==> config.mk <==
export PLATFORM = sky130hd
export DESIGN_NAME = flag_byte_in
export DESIGN_NICKNAME = d
export VERILOG_FILES = /design/src/rtl/byte_in_pkg.sv /design/src/rtl/enter_sync.sv /design/src/rtl/port_decode.sv /design/src/rtl/flag_ctrl.sv /design/src/rtl/flag_byte_in.sv
export SDC_FILE = /design/constraint.sdc
export NUM_CORES = 1
export LEC_CHECK = 0
export BUFFER_PORTS_ARGS = -buffer_cell sky130_fd_sc_hd__buf_2
export CORE_AREA = 4 4 41 43
export CTS_CLUSTER_DIAMETER = 30
export DETAILED_ROUTE_END_ITERATION = 8
export DIE_AREA = 0 0 45 47
export SYNTH_ARGS = -nofsm -noshare
export SYNTH_HDL_FRONTEND = slang
export SYNTH_SLANG_ARGS = --single-unit
==> constraint.sdc <==
create_clock -name clk_i -period 1.9 [get_ports clk_i]
set_clock_uncertainty 0.1 [all_clocks]
set_input_delay 0.38 -clock clk_i [delete_from_list [all_inputs] [get_ports clk_i]]
set_output_delay 0.38 -clock clk_i [all_outputs]
set_load 0.1 [all_outputs]
==> src/rtl/byte_in_pkg.sv <==
package byte_in_pkg;
  localparam int CODE_W = 4;
  localparam logic [CODE_W-1:0] IO_IN_GROUP = 4'h6;

  typedef enum logic [1:0] {
    SC_FETCH = 2'b00,
    SC_EXEC  = 2'b01,
    SC_XFER  = 2'b10,
    SC_INTR  = 2'b11
  } state_code_e;
endpackage

==> src/rtl/enter_sync.sv <==
module enter_sync #(
  parameter int STAGES = 2
) (
  input  logic clk_i,
  input  logic rst_ni,
  input  logic strobe_i,
  output logic rise_o
);
  logic [STAGES-1:0] sync_q;
  logic              last_q;

  generate
    if (STAGES == 1) begin : g_one
      always_ff @(posedge clk_i or negedge rst_ni) begin
        if (!rst_ni) sync_q <= '0;
        else         sync_q <= strobe_i;
      end
    end else begin : g_chain
      always_ff @(posedge clk_i or negedge rst_ni) begin
        if (!rst_ni) sync_q <= '0;
        else         sync_q <= {sync_q[STAGES-2:0], strobe_i};
      end
    end
  endgenerate

  always_ff @(posedge clk_i or negedge rst_ni) begin
    if (!rst_ni) last_q <= 1'b0;
    else         last_q <= sync_q[STAGES-1];
  end

  assign rise_o = sync_q[STAGES-1] & ~last_q;

  // a held strobe yields a single pulse
  p_single_pulse_r3: assert property (@(posedge clk_i) disable iff (!rst_ni)
    rise_o |=> !rise_o);
endmodule

==> src/rtl/port_decode.sv <==
module port_decode
  import byte_in_pkg::*;
#(
  parameter bit              DECODED_SEL = 1'b1,
  parameter logic [CODE_W-1:0] SEL_N     = 4'h9
) (
  input  logic [CODE_W-1:0] i_code_i,
  input  logic [CODE_W-1:0] n_code_i,
  input  logic [1:0]        sc_i,
  output logic              match_o,
  output logic              xfer_o
);
  logic group_hit;
  assign group_hit = (i_code_i == IO_IN_GROUP);

  generate
    if (DECODED_SEL) begin : g_full
      assign match_o = group_hit && (n_code_i == SEL_N);
    end else begin : g_sparse
      assign match_o = group_hit && n_code_i[CODE_W-1];
    end
  endgenerate

  assign xfer_o = (sc_i == SC_XFER);
endmodule

==> src/rtl/flag_ctrl.sv <==
module flag_ctrl (
  input  logic clk_i,
  input  logic rst_ni,
  input  logic rise_i,
  input  logic clr_i,
  output logic pending_o
);
  // clear dominates a coincident set
  always_ff @(posedge clk_i or negedge rst_ni) begin
    if (!rst_ni)     pending_o <= 1'b0;
    else if (clr_i)  pending_o <= 1'b0;
    else if (rise_i) pending_o <= 1'b1;
  end

  p_clear_r5: assert property (@(posedge clk_i) disable iff (!rst_ni)
    clr_i |=> !pending_o);
  p_set_r2: assert property (@(posedge clk_i) disable iff (!rst_ni)
    (rise_i && !clr_i) |=> pending_o);
  p_hold_r4: assert property (@(posedge clk_i) disable iff (!rst_ni)
    (pending_o && !clr_i) |=> pending_o);
  p_idle_r10: assert property (@(posedge clk_i) disable iff (!rst_ni)
    (!pending_o && !rise_i) |=> !pending_o);
endmodule

==> src/rtl/flag_byte_in.sv <==
module flag_byte_in
  import byte_in_pkg::*;
#(
  parameter int                BYTE_W      = 8,
  parameter int                SYNC_STAGES = 2,
  parameter bit                DECODED_SEL = 1'b1,
  parameter logic [CODE_W-1:0] SEL_N       = 4'h9
) (
  input  logic              clk_i,
  input  logic              rst_ni,
  input  logic [BYTE_W-1:0] sw_ni,
  input  logic              enter_i,
  input  logic [CODE_W-1:0] i_code_i,
  input  logic [CODE_W-1:0] n_code_i,
  input  logic [1:0]        sc_i,
  input  logic              tpa_i,
  output logic [BYTE_W-1:0] bus_o,
  output logic              bus_oe_o,
  output logic              ef_no
);
  logic rise, match, xfer, drive, clr, pending;

  enter_sync #(.STAGES(SYNC_STAGES)) u_sync (
    .clk_i   (clk_i),
    .rst_ni  (rst_ni),
    .strobe_i(enter_i),
    .rise_o  (rise)
  );

  port_decode #(.DECODED_SEL(DECODED_SEL), .SEL_N(SEL_N)) u_dec (
    .i_code_i(i_code_i),
    .n_code_i(n_code_i),
    .sc_i    (sc_i),
    .match_o (match),
    .xfer_o  (xfer)
  );

  assign drive = match & xfer;
  assign clr   = drive & tpa_i;

  flag_ctrl u_flag (
    .clk_i    (clk_i),
    .rst_ni   (rst_ni),
    .rise_i   (rise),
    .clr_i    (clr),
    .pending_o(pending)
  );

  assign ef_no    = ~pending;
  assign bus_oe_o = drive;
  // closed switch reads low and stands for a 1
  assign bus_o    = drive ? ~sw_ni : '0;

  p_oe_state_r6: assert property (@(posedge clk_i) disable iff (!rst_ni)
    bus_oe_o |-> (sc_i == SC_XFER));
  p_oe_group_r7: assert property (@(posedge clk_i) disable iff (!rst_ni)
    bus_oe_o |-> (i_code_i == IO_IN_GROUP));
  p_tpa_clear_r5: assert property (@(posedge clk_i) disable iff (!rst_ni)
    (tpa_i && bus_oe_o) |=> ef_no);
endmodule

==> qor.csv <==
metric,value,unit
run status,completed,
Top Ports,32,
compound-cell area share of the yosys netlist,4.27,%
GPL Wtd Cong,0.597,
clock insertion delay at the later pin of the skew report,0.23,ns
startpoint of the lowest-slack register-to-register path,u_sync.last_q,
min setup slack post-route,0.00638,ns
maximum single-stage delay on the critical path,0.30,ns
die boundary width,45,um
register cell area after layout,100,um2
global route overflow,0,
hold path cells,1,
number of diodes added for antenna fixing,0,
master of the slowest instance on the critical path,and4bb_1,
antenna violations before repair,0,
H-Tree Depth,1,
Critical Path RT,1.42,ns
worst min-delay path endpoint,u_sync.sync_q[0],
final number of hold-violating endpoints,0,
initial cell density of the core,15.8,%
clock slew seen by the registers of the worst setup and hold paths,0.03,ns
fin nets,83,
areal power density over the cells,361,nW/um2
footprint of the multi-input gates,134,um2
total placed instance area,534,um2
Period minus WS final,1.89,ns
largest net degree at the start of global routing,11,
sort of element at the start of the critical path,primary input,
port bufs,31,
Area Growth Syn to Fin,215,%
synthesized-area fraction occupied by xor and xnor cells,0,%
clock tree from TritonCTS,done,
Crit Path Category,in -> out,
root cell of the clock tree,clkbuf_4,
arrival time of data at the critical path endpoint,1.41,ns
mean post-synth cell area,10.3,um2
share of Yosys cell area claimed by the top area cell type,48.8,%
number of synthesized register bits,4,
pre-CTS WS,-0.0219,ns
simple-gate share of the synthesized area,41.5,%
"reg-to-reg slack, setup",1.09,ns
number of buffers between clock root and the deepest sink,2,
vias per std cell,3.92,
highest fanout seen on the critical path,5,
drt drc,0,
post-route insts no fill,74,
"area leader, netlist",dfrtp_1,
share of synthesized area spent on multiplexers,0,%
fraction of final layout cells with drive strength greater than 1,81.4,%
synthesized-area fraction occupied by adder cells,0,%
cell types with the largest area share after synthesis,"dfrtp_1 49%, nor2_1 15%, nand4b_4 12%",
"Net Count, Synth",42,
crit end category,output port,
HP Start,enter_i,
worst-case reg-to-reg path depth,2,
final WL,902,um
Yosys warning count,0,
setup total negative slack,0,ns
proportion of total power due to net switching,20.3,%
"IR drop worst, VDD",0.356,mV
first-pass detailed-route iteration total,2,
leakage power total,0.328,nW
count of pins over their slew limit,0,
dominant combinational cell family by area after synthesis,simple AND/OR/NAND/NOR gates,
switching power total,0.0000472,W
Antenna Nets Post-Route,0,
wire length per cell after detailed routing,12.2,um
Setup Viol. Count Final,0,
sequential group share of total power,38.6,%
post-layout utilization of the core,49.6,%
global-route wire length before repair,1120,um
number of DRC markers in iteration 0,2,
total number of placement rows,13,
placeable core region,1300,um2
cts bufs inserted,3,
"Cell Area, Synth",205,um2
vertical extent of the die,47,um
hold crit path type,in -> reg,
critical-path cell list,"buf_6, and4bb_1, nand4b_4, buf_4, nor2_2, buf_12",
cell-internal power,0.000186,W
via count,290,
cell area after layout,646,um2
Relative slew margins,67.8,%
part of the total power dissipated in the clock network,44.1,%
area enclosed by the die boundary,2120,um2
post-synthesis cell count,20,
post-route clock period utilization,99.7,%
"Distinct cells, synth",8,
max-cap check violation count,0,
number of sinks on the clock net,4,
portion of total power attributed to combinational logic,17.3,%
unrepaired setup endpoints after global routing,yes,
timing-limited maximum frequency,528,MHz
overall track demand over capacity in global routing,8.25,%
actual slew at the worst max-slew pin,0.486,ns
terminus of the critical flop-to-flop path,u_flag.pending_o,
sequential area share after synthesis,48.8,%
Fill cells,117,
via count of the first global-routing pass,293,
Inst Count DP,66,
==> worst max-delay path by stage <==
stage / start / endpoint / slack (ns) / cells past startpoint
global placement: sc_i[0] / bus_o[2] / -0.002 / 5
CTS: sc_i[0] / bus_o[6] / -0.02 / 5
finish: sc_i[0] / bus_o[4] / 0.006 / 6
detailed placement: sc_i[0] / bus_o[2] / -0.02 / 5
global route: sc_i[0] / bus_o[4] / -0.04 / 6
floorplan: sc_i[0] / bus_o[0] / -0.30 / 3
==> cell type report <==
| type | instances | share of cell area [%] |
|---|---|---|
| inverter | 3 | 1.74 |
| multi-input combinational | 13 | 20.7 |
| timing repair buffer | 36 | 55.6 |
| clock buffer | 3 | 3.49 |
| sequential | 4 | 15.5 |
| tap | 15 | 2.91 |
==> placed cells by master (no fill, tap or decap) <==
| cell | synthesis | routed |
|---|---|---|
| nand2b_1 | 1 | 1 |
| buf_4 | 0 | 3 |
| dlygate4sd3_1 | 0 | 1 |
| buf_6 | 0 | 5 |
| nand4b_4 | 1 | 1 |
| nor2_2 | 0 | 4 |
| inv_1 | 3 | 3 |
| and4bb_1 | 1 | 1 |
| a2bb2oi_1 | 1 | 1 |
| dfrtp_1 | 4 | 4 |
| nor2_4 | 0 | 4 |
| clkbuf_4 | 0 | 3 |
| buf_2 | 0 | 18 |
| buf_12 | 0 | 9 |
| and4bb_2 | 1 | 1 |
==> synth_stat cells (all sizes together) <==
cell type and n:
and4bb 2, nand2b 1, nand4b 1, a2bb2oi 1
inv 3, dfrtp 4, nor2 8
==> routing by layer <==
layer  wire length, um  share of wire, %  vias to the layer above  GRT usage, %
met5                 0                 0                        -             0
met4                 0                 0                        0             0
li1                  -                 -                      144             -
met2               355                39                       32          9.89
met1               296                33                      114          8.06
met3               249                28                        0          13.0
==> per-stage QoR <==
| stage | total power [W] | hold slack [ns] |
|---|---|---|
| 2_1_floorplan | 0.0000976 | -0.0156 |
| 3_3_place_gp | 0.000123 | 0.0858 |
| 3_5_place_dp | 0.000123 | 0.0872 |
| 4_1_cts | 0.000232 | 0.158 |
| 5_1_grt | 0.000248 | 0.155 |
| 6_report | 0.000233 | 0.167 |
==> critical path, delay by kind of cell <==
| family | cells | cell delay [ns] |
|---|---|---|
| and+or+nand+nor | 3 | 0.58 |
| buffers and inverters | 3 | 0.45 |
==> power by group through the flow <==
stage | Combinational (W) | Clock [W] | Sequential [W]
floorplan | 0.00000686 | 0 | 0.0000907
global placement | 0.0000316 | 0 | 0.0000909
detailed placement | 0.0000320 | 0 | 0.0000910
CTS | 0.0000341 | 0.000108 | 0.0000899
global route | 0.0000436 | 0.000115 | 0.0000900
finish | 0.0000403 | 0.000103 | 0.0000899
==> state kept, by name (all words and copies together) (netlist names) <==
signal            count
u_flag.pending_o      1
u_sync.last_q         1
u_sync.sync_q         2
==> what timing repair did <==
item / CTS / global route
endpoints found under the hold margin: 4 / 0
pin swaps: 0 / 2
hold buffers: 1 / 0
setup endpoints to repair: 2 / 9
resized for setup: 1 / 9
buffers inserted: 0 / 4
==> logic make-up after synthesis <==
group | Yosys count
buffers and inverters | 3
AND/OR/NAND/NOR | 12
flip-flops | 4
AO/OA/AOI/OAI | 1
(Power assumes the default switching activity.)
